`config.mk`:
```
export PLATFORM = sky130hd
export DESIGN_NAME = ifcnt_demod
export DESIGN_NICKNAME = d
export VERILOG_FILES = /design/src/rtl/ifd_pkg.sv /design/src/rtl/ifd_edge_counter.sv /design/src/rtl/ifd_tap_line.sv /design/src/rtl/ifd_serial_sum.sv /design/src/rtl/ifcnt_demod.sv
export SDC_FILE = /design/constraint.sdc
export NUM_CORES = 1
export LEC_CHECK = 0
export ABC_AREA = 1
export BUFFER_PORTS_ARGS = -buffer_cell sky130_fd_sc_hd__buf_2
export CAP_MARGIN = 20
export CORE_ASPECT_RATIO = 0.75
export CORE_MARGIN = 2
export CORE_UTILIZATION = 45
export DETAILED_ROUTE_END_ITERATION = 10
export PLACE_DENSITY_LB_ADDON = 0.05
export SLEW_MARGIN = 20
export SYNTH_ARGS = -nofsm -noshare
export SYNTH_HDL_FRONTEND = slang
export SYNTH_SLANG_ARGS = --single-unit
```
`constraint.sdc`:
```
create_clock -name clk -period 2 [get_ports clk]
set_clock_uncertainty 0.2 [all_clocks]
set_input_delay 0.1 -clock clk [delete_from_list [all_inputs] [get_ports clk]]
set_output_delay 0.1 -clock clk [all_outputs]
set_load 0.02 [all_outputs]
```
`src/rtl/ifd_pkg.sv`:
```
package ifd_pkg;
  // Width of an index or counter able to address n distinct values (at least 1 bit).
  function automatic int unsigned ptr_w(input int unsigned n);
    return (n > 1) ? $clog2(n) : 1;
  endfunction

  // Accumulator width for a sum of taps entries of cnt_w bits.
  function automatic int unsigned sum_w(input int unsigned cnt_w, input int unsigned taps);
    return cnt_w + ((taps > 1) ? $clog2(taps) : 0);
  endfunction
endpackage

```
`src/rtl/ifd_edge_counter.sv`:
```
module ifd_edge_counter #(
  parameter int unsigned CNT_W = 6
) (
  input  logic             clk,
  input  logic             rst_n,
  input  logic             if_edge_en,
  input  logic             ref_edge_en,
  output logic [CNT_W-1:0] cnt_o
);
  localparam logic [CNT_W-1:0] CNT_MAX = '1;

  logic [CNT_W-1:0] cnt_q, cnt_d;

  always_comb begin
    cnt_d = cnt_q;
    if (ref_edge_en) begin
      // Shared load/clear pulse; a coincident IF edge opens the new interval.
      cnt_d = if_edge_en ? CNT_W'(1) : '0;
    end else if (if_edge_en && (cnt_q != CNT_MAX)) begin
      cnt_d = cnt_q + 1'b1;
    end
  end

  always_ff @(posedge clk or negedge rst_n) begin
    if (!rst_n) cnt_q <= '0;
    else        cnt_q <= cnt_d;
  end

  assign cnt_o = cnt_q;
endmodule

```
`src/rtl/ifd_tap_line.sv`:
```
module ifd_tap_line #(
  parameter int unsigned CNT_W = 6,
  parameter int unsigned TAPS  = 4
) (
  input  logic                       clk,
  input  logic                       rst_n,
  input  logic                       ref_edge_en,
  input  logic [CNT_W-1:0]           cnt_i,
  output logic [TAPS-1:0][CNT_W-1:0] taps_o
);
  logic [TAPS-1:0][CNT_W-1:0] taps_q, taps_d;

  for (genvar g = 0; g < TAPS; g++) begin : g_stage
    logic [CNT_W-1:0] src;
    if (g == 0) begin : g_head
      assign src = cnt_i;
    end else begin : g_body
      assign src = taps_q[g-1];
    end

    always_comb begin
      taps_d[g] = ref_edge_en ? src : taps_q[g];
    end

    always_ff @(posedge clk or negedge rst_n) begin
      if (!rst_n) taps_q[g] <= '0;
      else        taps_q[g] <= taps_d[g];
    end
  end

  assign taps_o = taps_q;
endmodule

```
`src/rtl/ifd_serial_sum.sv`:
```
module ifd_serial_sum
  import ifd_pkg::*;
#(
  parameter int unsigned CNT_W = 6,
  parameter int unsigned TAPS  = 4,
  parameter int unsigned DECIM = 4,
  localparam int unsigned ACC_W  = sum_w(CNT_W, TAPS),
  localparam int unsigned IDX_W  = ptr_w(TAPS),
  localparam int unsigned PH_W   = ptr_w(DECIM),
  localparam int unsigned FILL_W = $clog2(TAPS + 1)
) (
  input  logic                       clk,
  input  logic                       rst_n,
  input  logic                       ref_edge_en,
  input  logic [TAPS-1:0][CNT_W-1:0] taps_i,
  output logic [ACC_W-1:0]           data_o,
  output logic                       valid_o,
  output logic                       busy_o,
  output logic                       overrun_o
);
  localparam logic [IDX_W-1:0]  IDX_LAST  = IDX_W'(TAPS - 1);
  localparam logic [PH_W-1:0]   PH_LAST   = PH_W'(DECIM - 1);
  localparam logic [FILL_W-1:0] FILL_FULL = FILL_W'(TAPS);
  localparam logic [FILL_W-1:0] FILL_PRE  = FILL_W'(TAPS - 1);

  logic [FILL_W-1:0] fill_q, fill_d;
  logic [PH_W-1:0]   ph_q, ph_d;
  logic              busy_q, busy_d;
  logic [IDX_W-1:0]  idx_q, idx_d;
  logic [ACC_W-1:0]  acc_q, acc_d;
  logic [ACC_W-1:0]  data_q, data_d;
  logic              valid_q, valid_d;
  logic              err_q, err_d;
  logic [ACC_W-1:0]  add_w;
  logic              slot_w, start_w;

  assign slot_w  = (ph_q == PH_LAST);
  assign start_w = ref_edge_en && slot_w && (fill_q >= FILL_PRE);
  assign add_w   = acc_q + ACC_W'(taps_i[idx_q]);

  always_comb begin
    fill_d  = fill_q;
    ph_d    = ph_q;
    busy_d  = busy_q;
    idx_d   = idx_q;
    acc_d   = acc_q;
    data_d  = data_q;
    valid_d = 1'b0;
    err_d   = err_q;

    if (ref_edge_en) begin
      if (fill_q != FILL_FULL) fill_d = fill_q + 1'b1;
      ph_d = slot_w ? '0 : ph_q + 1'b1;
    end

    // One tap per cycle through the single adder.
    if (busy_q) begin
      if (idx_q == IDX_LAST) begin
        data_d  = add_w;
        valid_d = 1'b1;
        busy_d  = 1'b0;
      end else begin
        acc_d = add_w;
        idx_d = idx_q + 1'b1;
      end
    end

    // A reference pulse during a running sum abandons it.
    if (ref_edge_en && busy_q) begin
      err_d   = 1'b1;
      busy_d  = 1'b0;
      valid_d = 1'b0;
      data_d  = data_q;
    end

    if (start_w) begin
      busy_d = 1'b1;
      idx_d  = '0;
      acc_d  = '0;
    end
  end

  always_ff @(posedge clk or negedge rst_n) begin
    if (!rst_n) begin
      fill_q  <= '0;
      ph_q    <= '0;
      busy_q  <= 1'b0;
      idx_q   <= '0;
      acc_q   <= '0;
      data_q  <= '0;
      valid_q <= 1'b0;
      err_q   <= 1'b0;
    end else begin
      fill_q  <= fill_d;
      ph_q    <= ph_d;
      busy_q  <= busy_d;
      idx_q   <= idx_d;
      acc_q   <= acc_d;
      data_q  <= data_d;
      valid_q <= valid_d;
      err_q   <= err_d;
    end
  end

  assign data_o    = data_q;
  assign valid_o   = valid_q;
  assign busy_o    = busy_q;
  assign overrun_o = err_q;
endmodule

```
`src/rtl/ifcnt_demod.sv`:
```
module ifcnt_demod
  import ifd_pkg::*;
#(
  parameter int unsigned CNT_W = 6,
  parameter int unsigned TAPS  = 4,
  parameter int unsigned DECIM = 4,
  localparam int unsigned ACC_W = sum_w(CNT_W, TAPS)
) (
  input  logic             clk,
  input  logic             rst_n,
  input  logic             if_edge_en,
  input  logic             ref_edge_en,
  output logic [CNT_W-1:0] raw_count,
  output logic [ACC_W-1:0] data_out,
  output logic             data_valid,
  output logic             overrun_err
);
  logic [1:0]                 rst_sync_q;
  logic                       rst_int_n;
  logic [CNT_W-1:0]           live_cnt;
  logic [TAPS-1:0][CNT_W-1:0] taps;
  logic                       sum_busy;

  always_ff @(posedge clk or negedge rst_n) begin
    if (!rst_n) rst_sync_q <= 2'b00;
    else        rst_sync_q <= {rst_sync_q[0], 1'b1};
  end
  assign rst_int_n = rst_sync_q[1];

  ifd_edge_counter #(.CNT_W(CNT_W)) u_cnt (
    .clk         (clk),
    .rst_n       (rst_int_n),
    .if_edge_en  (if_edge_en),
    .ref_edge_en (ref_edge_en),
    .cnt_o       (live_cnt)
  );

  ifd_tap_line #(.CNT_W(CNT_W), .TAPS(TAPS)) u_taps (
    .clk         (clk),
    .rst_n       (rst_int_n),
    .ref_edge_en (ref_edge_en),
    .cnt_i       (live_cnt),
    .taps_o      (taps)
  );

  ifd_serial_sum #(.CNT_W(CNT_W), .TAPS(TAPS), .DECIM(DECIM)) u_sum (
    .clk         (clk),
    .rst_n       (rst_int_n),
    .ref_edge_en (ref_edge_en),
    .taps_i      (taps),
    .data_o      (data_out),
    .valid_o     (data_valid),
    .busy_o      (sum_busy),
    .overrun_o   (overrun_err)
  );

  assign raw_count = taps[0];
endmodule

```
# Word level (Yosys, flattened, before mapping)
# Index checks and enable logic that the tools add are counted.
# Widths: inputs -> output; s select.
classes:
  n_lt_le_gt_ge: 2
  eq_ne: 5
  mul: 0
  n_reduce_logical: 9
  addsub: 5
  bitwise: 1
  n_shift: 0
  div_mod_pow: 0
  muxes: 19
ops:
  columns: ["op", "n"]
  rows:
  - ["$mux 8", 3]
  - ["$mux 6", 3]
  - ["$bmux 6 s2", 1]
  - ["$add 8x6->8", 1]
  - ["$mux 1", 8]
  - ["$mux 2", 4]
  - ["$add 6x1->6 const B", 1]
  - ["$ne 6x6->1 const B", 1]
  - ["$add 2x1->2 const B", 2]
  - ["$eq 2x2->1 const B", 2]
  - ["$logic_and 1x1->1", 4]
  - ["$reduce_and 2->1", 2]
  - ["$reduce_bool 2->1", 2]
  - ["$add 3x1->3 const B", 1]
  - ["$ge 3x2->1 const B", 1]
  - ["$lt 2x3->1 const B", 1]
  - ["$ne 3x3->1 const B", 1]
  - ["$reduce_and 3->1", 1]
  - ["$ne 2x1->1 const B", 1]
  - ["$not 1->1", 1]
word_totals:
  mem_bits_rw: 0
  inputBits: 4
  word_cells: 55
  memories: 0
  rom_bits: 0
  register_bits: 58
  output_inout_bits: 16
  latch_bits: 0

# Longest topological paths before layout
# Gate-level depths: netlist of the first run.
logic_depth:
  ltp_word: 6
  depth_mapped: 15
  ltp_nobuf: 14

# Hierarchy
# Synthesis of the first run repeated with hierarchy kept, for this count alone.
unflattened:
  hier_cells: 350
  hier_area_um2: 2961.6
modules_own_cells:
  columns: ["module", "instances", "area_per_inst_um2", "seq_area_each_um2", "cells_each"]
  rows:
  - ["ifd_serial_sum", 1, 1549.0, 650.6, 197]
  - ["ifd_tap_line", 1, 979.7, 600.6, 102]
  - ["ifd_edge_counter", 1, 379.1, 150.1, 48]
  - ["ifcnt_demod", 1, 53.8, 50.0, 3]

# Worst setup path before layout of the first run
# No wires, ideal clock.
synth_timing:
  kind: "register to register"
  startpoint: "register u_sum.idx_q[0]"
  endpoint: "register u_sum.data_q[6], in the netlist u_sum.data_o[6]"
  path_buffers: 1
  required_ns: 1.683
  period_less_slack_ns: 2.218
  stages_incl_launch_ff: 16
  setup_slack_ns: -0.218
  setup_ns: 0.117
  arrival_ns: 1.900
  path_cell_list: "dfrtp_1 inv_2 buf_2 nor2_1 o22ai_1 ha_1 inv_1 fa_1 inv_1 nand2_1 nand2_1 nand3b_1 nand2_1 nand2_1 nand3_1 nand2_1"
synth_between:
  elab_chain_cells: 3
  word_cells_on_any_way: 5
  classes_between: "add/sub: 1; eq/ne: 1; mux: 2; reduce/logical: 1"
synth_lines:
  columns: ["element", "line", "rtl"]
  rows:
  - ["start: declaration", "ifd_serial_sum.sv:29", "logic [IDX_W-1:0] idx_q, idx_d;"]
  - ["start signal: assignment", "ifd_serial_sum.sv:97", "idx_q <= idx_d;"]
  - ["$bmux 6 s2", "ifd_serial_sum.sv:39", "assign add_w = acc_q + ACC_W'(taps_i[idx_q]);"]
  - ["$mux 6 (not written as such)", "ifd_serial_sum.sv:39", null]
  - ["$add 8x6->8", "ifd_serial_sum.sv:39", null]
  - ["end signal: assignment", "ifd_serial_sum.sv:99", "data_q <= data_d;"]
  - ["end: declaration", "ifd_serial_sum.sv:31", "logic [ACC_W-1:0] data_q, data_d;"]
# Parallel ways exist; a longest one is shown, timed or not. The select of a mux whose other input is x is not followed.
# A chain may end at the register's enable or synchronous reset.

# Worst setup path after layout of the first run
layout_timing:
  startpoint: "register u_sum.idx_q[0]"
  endpoint: "register u_sum.acc_q[6]"
layout_between:
  elab_chain_cells: 6
  word_cells_on_any_way: 9
  classes_between: "add/sub: 1; eq/ne: 2; mux: 5; reduce/logical: 1"
layout_lines:
  columns: ["element", "line", "rtl"]
  rows:
  - ["$bmux 6 s2", "ifd_serial_sum.sv:39", null]
  - ["$mux 6 (not written as such)", "ifd_serial_sum.sv:39", null]
  - ["$add 8x6->8", "ifd_serial_sum.sv:39", null]
  - ["$mux 8", "ifd_serial_sum.sv:58", "if (idx_q == IDX_LAST) begin"]
  - ["$mux 8", "ifd_serial_sum.sv:57", "if (busy_q) begin"]
  - ["$mux 8", "ifd_serial_sum.sv:76", "if (start_w) begin"]
  - ["end signal: assignment", "ifd_serial_sum.sv:89", "acc_q <= '0;"]
  - ["end signal: assignment", "ifd_serial_sum.sv:98", "acc_q <= acc_d;"]
  - ["end: declaration", "ifd_serial_sum.sv:30", "logic [ACC_W-1:0] acc_q, acc_d;"]
# Parallel ways exist; a longest one is shown, timed or not. The select of a mux whose other input is x is not followed.

==> summary.md, run 1 <==
| Metric | Value |
|---|---|
| Crit Path Class | `reg2reg` |
| Vias | `approximately 2300` |
| Post-Syn Instances | `343` |
| Routed len/inst | `around 13 microns` |
| Hold_ws | `~61 ps` |
| Die X-Extent | `~96 microns` |
| Yosys top cell area share | `0.5037` |
| Slew Limit Fails | `0` |
| GRT Residual Overflow | `0` |
| Gr usage total | `0.1948` |
| Synth Register Bits | `between 50 and 60` |
| Layout cells sized above 1 | `0.2672` |
| CTS tree | `yes` |
| Crit path DAT | `between 2000 and 2500 ps` |
| DR DRC count | `0` |
| Syn Nets | `360` |
| Clock slew at reported path FFs | `about 70 ps` |
| Post-synth EDFFs | `0` |
| Slowest CP cell | `dfrtp_2` |
| Top post-synthesis cells by count | `nand2_1 (100), dfrtp_1 (58), inv_1 (35)` |
| Worst-path cell chain | `buf_6 -> nand2_1 -> a32oi_2 -> inv_1 -> fa_2 -> inv_1 -> nand2_1 -> nand2_2 -> nand3b_1 -> nand2_1 -> nand2_1 -> nand3_1 -> nand2_1` |
| Endpoints failing setup | `12` |
| Period utilization | `1.110` |
| Worst setup SP type | `flop` |
| Delay-heaviest family, CP | `simple AND/OR/NAND/NOR gates` |
| Worst Hold Class | `reg2async` |
| WL final | `approximately 6 mm` |
| Post-synth ARST share | `1.000` |
| Pin count of the biggest net entering global routing | `57` |
| Status | `complete, but fails checks` |
| Hold Violations, Final | `0` |
| Lkg Pwr | `between 1.5 and 2 nW` |
| Vias in the first global route | `around 2200` |
| Final WS setup | `-220.9 ps` |
| Reg-to-reg slack, setup | `-220 ps` |
| Max Freq | `~450 MHz` |
| Final Util | `0.5704` |
| Clock Latency Late Sink | `around 350 ps` |
| Initial antenna violation count | `0` |
| CTS Buf Count | `9` |
| CP max FO | `7` |
| Port Buffer Count | `19` |
| Row cnt | `25` |
| Max Cap Viol | `0` |
| CP bufs+invs | `3` |
| GPL Wtd Cong | `0.8541` |
| Net count, final | `a little over 400` |
| Vias per inst | `approximately 4.8` |
| HPWL Detailed | `around 4 mm` |
| Detailed Route Iter0 Violations | `92` |
| DR pass1 iterations | `4` |
| Clock Tree Root | `clkbuf_8` |
| Clock Path Buffers | `2` |
| # IOs | `20` |
| RSZ-0062 raised after global routing | `yes` |
| Area grow syn2layout | `23.84%` |
| CP peak stage delay | `470 ps` |
| Die footprint | `about 7100 sq um` |
| Starting Density | `0.4606` |
| Layout Cells excl Fill | `474` |
| Netlist Area Pre-Place | `2882 sq um` |
| DIE HEIGHT | `around 73 microns` |
| Most common cell in the synthesized netlist | `nand2_1` |
| Crit path capture type | `flop` |
| Seq/Total Area, Yosys | `0.5037` |
| Cells taking the most area after synthesis | `dfrtp_1 (50%), nand2_1 (13%), ha_1 (5.2%)` |
| VDD IR-drop max | `~0.46 mV` |
| CTS Sinks | `58` |
| Syn avg cell area | `between 8 and 9 sq um` |
| Pre-CTS setup slack | `-305.5 ps` |
| H-tree levels | `3` |
| PD cells | `roughly 1300 nW/um^2` |
| Synth warnings | `0` |
| ANT nets after route | `0` |
| Number of distinct library cells after synthesis | `31` |
| Failing checks | `negative setup slack` |
| Worst Path Required | `between 2000 and 2500 ps` |
| Antenna cells | `0` |
| First-pass GRT wire length | `a little over 10 mm` |
| Period minus WS final | `approximately 2200 ps` |
| Core Area | `roughly 6300 sq um` |
| Top cell by count, worst path | `nand2_1` |
| Leading area contributor after synthesis | `dfrtp_1` |
| Overall power consumption | `approximately 4.5 mW` |
| Post-synth top flop | `dfrtp_1` |
| Placed cells | `between 400 and 500` |
[registers in the layout, summed over array words and instances (netlist names)]
signal              count
u_sum.fill_q            3
u_sum.valid_o           1
u_sum.ph_q              2
u_taps.taps_o           6
u_cnt.cnt_o             6
rst_sync_q              2
u_sum.data_o            8
u_sum.acc_q             8
u_sum.overrun_o         1
u_sum.busy_o            1
u_sum.idx_q             2
u_taps.g_stage.src     18
[final timing paths]
check,to,from,cells after the start
max reg2reg,u_sum.acc_q[6],u_sum.idx_q[0],13
min reg2reg,u_sum.fill_q[2],rst_sync_q[1],1
max,u_sum.acc_q[6],u_sum.idx_q[0],13
max in group asynchronous,rst_sync_q[1],rst_n,3
min in group clk,rst_sync_q[1],rst_sync_q[0],0
min,u_sum.fill_q[2],rst_sync_q[1],1
[cell families (layout without fill, tap and decap cells)]
family | after synthesis | count (layout) | synth area share
and+or+nand+nor | 144 | 144 | 0.2093
AOI/OAI and AO/OA | 65 | 65 | 0.1259
adders and majority gates | 13 | 13 | 0.05905
buffers and inverters | 58 | 108 | 0.08858
other | 1 | 1 | 0.001301
DFF | 58 | 58 | 0.5037
xor gates and xnor gates | 4 | 4 | 0.01216
[metal layers]
layer | GRT usage | routed length (microns)
met1 | 0.2863 | 3192
met2 | 0.2670 | 2396
met3 | 0.06872 | 312
met4 | 0.06573 | 102
met5 | 0 | 0
[report_power, final]
| part | internal [mW] | switching (mW) | total [mW] | leakage, nW |
|---|---|---|---|---|
| Clock | 0.641 | 0.482 | 1.12 | 0.0986 |
| Combinational | 0.839 | 0.981 | 1.82 | 0.948 |
| Sequential | 1.37 | 0.159 | 1.53 | 0.767 |
| Total | 2.85 | 1.62 | 4.47 | 1.81 |
[per-stage QoR]
step                      TNS, ps  area (sq um)
final                       -1526          3568
after global routing        -3203          3568
after detailed placement    -2877          3164
after CTS                   -1749          3475
after global placement      -2502          3164
after floorplan            -458.0          2893
[layout by cell type, fill, tap and decap left out, types with 4 or more instances in the layout]
cell	synthesis	routed
nand3_2	0	4
ha_1	12	11
a21oi_1	7	6
inv_2	6	8
buf_4	7	23
nor2_1	17	14
o21ai_1	18	22
nor2_2	2	4
buf_2	9	19
clkbuf_8	0	11
dfrtp_1	58	56
nand2_1	100	96
o21ai_0	29	22
inv_1	35	32
dlygate4sd3_1	0	4
nand2_2	3	7
nand3_1	13	9
[worst register-to-register path, delay by kind of cell, from the launching register on]
| family | cells | cell delay (ps) |
|---|---|---|
| simple gates | 8 | 560 |
| flops | 1 | 470 |
| fa+ha+maj | 1 | 390 |
| buf+inv | 3 | 280 |
| compound gates | 1 | 220 |
[area by class of cell]
class                   count  area, sq um
fillers                   582         2688
flip-flops and latches     58         1454
multi-input cells         227         1290
repair buffers             49        350.3
inverters                  42        162.7
clock buffers              12        155.1
well taps                  81        101.3
clock inverters             4        50.05
repair inverters            1        5.005
[timing repair]
action	4_1_cts	5_1_grt
pin swaps	0	4
setup endpoints to repair	14	14
resized for setup	10	27
endpoints found under the hold margin	13	0
hold buffers	4	0
gates cloned	0	1
buffers inserted	3	1
Power figures use the tool's default switching activity.
==> run 2, diff against run 1 <==
--- a/config.mk
+++ b/config.mk
@@ -12,7 +12,7 @@
 export CORE_MARGIN = 2
 export CORE_UTILIZATION = 45
 export DETAILED_ROUTE_END_ITERATION = 10
-export PLACE_DENSITY_LB_ADDON = 0.05
+export PLACE_DENSITY = 0.73
 export SLEW_MARGIN = 20
 export SYNTH_ARGS = -nofsm -noshare
 export SYNTH_HDL_FRONTEND = slang
==> summary.md, run 2 (synthesized netlist as in run 1, its figures left out) <==
| Metric | Value |
|---|---|
| Worst setup SP type | `flop` |
| Period utilization | `1.129 (+0.01887)` |
| Crit Path Class | `reg2reg` |
| H-tree levels | `3 (unchanged)` |
| Failing checks | `negative setup slack` |
| Port Buffer Count | `19 (unchanged)` |
| Max Freq | `442.8 MHz (-1.7%)` |
| Layout Cells excl Fill | `474 (unchanged)` |
| CTS Sinks | `58 (unchanged)` |
| Worst Path Required | `2040 ps (about the same)` |
| Vias per inst | `4.947 (+4.0%)` |
| First-pass GRT wire length | `10.53 mm (+2.8%)` |
| GPL Wtd Cong | `0.9204 (+7.8%)` |
| Crit path DAT | `2300 ps (+40 ps)` |
| VDD IR-drop max | `0.6749 mV (+45%)` |
| Lkg Pwr | `1.831 nW (+0.94%)` |
| Routed len/inst | `13.03 microns (+2.9%)` |
| Gr usage total | `0.1986 (+0.003830)` |
| HPWL Detailed | `4.284 mm (+6.0%)` |
| Commonest non-fill, non-tap cell in the layout | `nand2_1` |
| Slew Limit Fails | `0 (unchanged)` |
| Max Cap Viol | `0 (unchanged)` |
| GRT Residual Overflow | `0 (unchanged)` |
| Antenna cells | `0 (unchanged)` |
| Crit path capture type | `flop` |
| Net count, final | `405 (unchanged)` |
| Slowest CP cell | `dfrtp_2` |
| Worst-path cell chain | `buf_6 -> nor2_2 -> o22ai_1 -> ha_2 -> inv_2 -> fa_2 -> inv_2 -> nand2_2 -> nand2_2 -> nand3b_1 -> nand2_1 -> nand2_1 -> nand3_1 -> nand2_1` |
| Worst slew pin tran | `~500 ps` |
| PD cells | `1348 nW/um^2 (+7.5%)` |
| Vias in the first global route | `2316 (+6.4%)` |
| CTS Buf Count | `9 (unchanged)` |
| Pre-CTS setup slack | `-269.9 ps (+35.57 ps)` |
| Clock Tree Root | `clkbuf_8` |
| Core Area | `6256 sq um (unchanged)` |
| CP peak stage delay | `500 ps (+30 ps)` |
| Clock slew at reported path FFs | `70 ps (about the same)` |
| Endpoints failing setup | `13 (+1)` |
| RSZ-0062 raised after global routing | `yes` |
| Post-DP Area | `3149 sq um (-0.47%)` |
| Top cell by count, worst path | `nand2_1` |
| Final WS setup | `-258.6 ps (-37.73 ps)` |
| DIE HEIGHT | `73.30 microns (unchanged)` |
| Die X-Extent | `96.40 microns (unchanged)` |
| Setup TNS | `-2468 ps (-941.4 ps)` |
| Clock Path Buffers | `2 (unchanged)` |
| Max reg flops | `18 (unchanged)` |
| Pin count of the biggest net entering global routing | `32 (-44%)` |
| Die footprint | `7066 sq um (unchanged)` |
| Fillers | `568 (-2.4%)` |
| Vias | `2345 (+4.0%)` |
| Status | `complete, but fails checks` |
| Period minus WS final | `2259 ps (+37.73 ps)` |
| Placed cells | `447 (-0.45%)` |
| Design Area, Final | `3608 sq um (+1.1%)` |
| Area grow syn2layout | `25.23%` |
| DR DRC count | `0 (unchanged)` |
| Worst Hold Class | `reg2async` |
| Starting Density | `0.4606 (unchanged)` |
| Initial antenna violation count | `0 (unchanged)` |
| Most frequent cells in the layout | `nand2_1 (96), dfrtp_1 (55), inv_1 (31)` |
| Hold Violations, Final | `0 (unchanged)` |
| Max-slew headroom | `0.6663` |
| DR pass1 iterations | `4 (unchanged)` |
| Layout cells sized above 1 | `0.2570 (-0.01018)` |
| Detailed Route Iter0 Violations | `93 (+1.1%)` |
| CTS tree | `yes` |
| Row cnt | `25 (unchanged)` |
| Clock Latency Late Sink | `340 ps (about the same)` |
| CP max FO | `7 (unchanged)` |
| WL final | `6.175 mm (+2.9%)` |
| # IOs | `20 (unchanged)` |
| ANT nets after route | `0 (unchanged)` |
## run 2: worst max-delay path, delay by kind of cell, from the launching register on
kind,cells,cell delay (ps)
buffers and inverters,3,250
AOI/OAI and AO/OA,1,130
and+or+nand+nor,8,510
adders and majority gates,2,570
DFF,1,500
## run 2: power by group
group	leakage [nW]	internal (mW)	switching, mW
Combinational	0.932	0.866	1.00
Clock	0.134	0.986	0.460
Sequential	0.766	1.37	0.176
## run 2: path summary, 6_finish.rpt
kind                           startpoint  slack, ps  cells after the start                 to
min reg2reg                 rst_sync_q[1]         40                      1     u_cnt.cnt_o[2]
max                        u_sum.idx_q[0]       -260                     14    u_sum.data_o[6]
min in group clk            rst_sync_q[0]        150                      0      rst_sync_q[1]
max reg2reg                u_sum.idx_q[0]       -260                     14    u_sum.data_o[6]
min                         rst_sync_q[1]         40                      1     u_cnt.cnt_o[2]
max in group asynchronous   rst_sync_q[1]        640                      1  u_taps.taps_o[22]
## run 2: timing repair
| item | in CTS | in global routing |
|---|---|---|
| gates resized for setup | 16 | 19 |
| hold endpoints to repair | 23 | 0 |
| pin swaps | 6 | 7 |
| setup buffers | 3 | 2 |
| endpoints found under the setup margin | 14 | 14 |
| hold buffers | 5 | 0 |
| gates cloned | 0 | 1 |
## run 2: per-stage QoR
stage,power (mW),util,hold slack [ps]
2_1_floorplan,2.559,-,-395.6
3_3_place_gp,3.007,0.5034,-313.5
3_5_place_dp,3.078,0.5034,-312.9
4_1_cts,4.732,0.5662,49.67
5_1_grt,5.207,0.5768,63.55
6_report,4.865,0.5768,38.67
## run 2: per-layer routing
metal / GRT usage / part of all wire / vias to the layer above
li1: - / - / 1185
met1: 0.2711 / 0.48 / 1107
met2: 0.3017 / 0.46 / 44
met3: 0.05744 / 0.048 / 9
met4: 0.07512 / 0.014 / 0
met5: 0 / 0 / -
## run 2: layout make-up
cell class / instances / area, sq um / share of cell area
Multi-Input combinational cell: 227 / 1260 / 0.3492
Timing Repair Buffer: 49 / 356.6 / 0.09882
Tap cell: 81 / 101.3 / 0.02809
Clock inverter: 5 / 125.1 / 0.03467
Timing Repair inverter: 1 / 6.256 / 0.001734
Sequential cell: 58 / 1455 / 0.4033
Inverter: 42 / 162.7 / 0.04508
Clock buffer: 11 / 141.4 / 0.03918
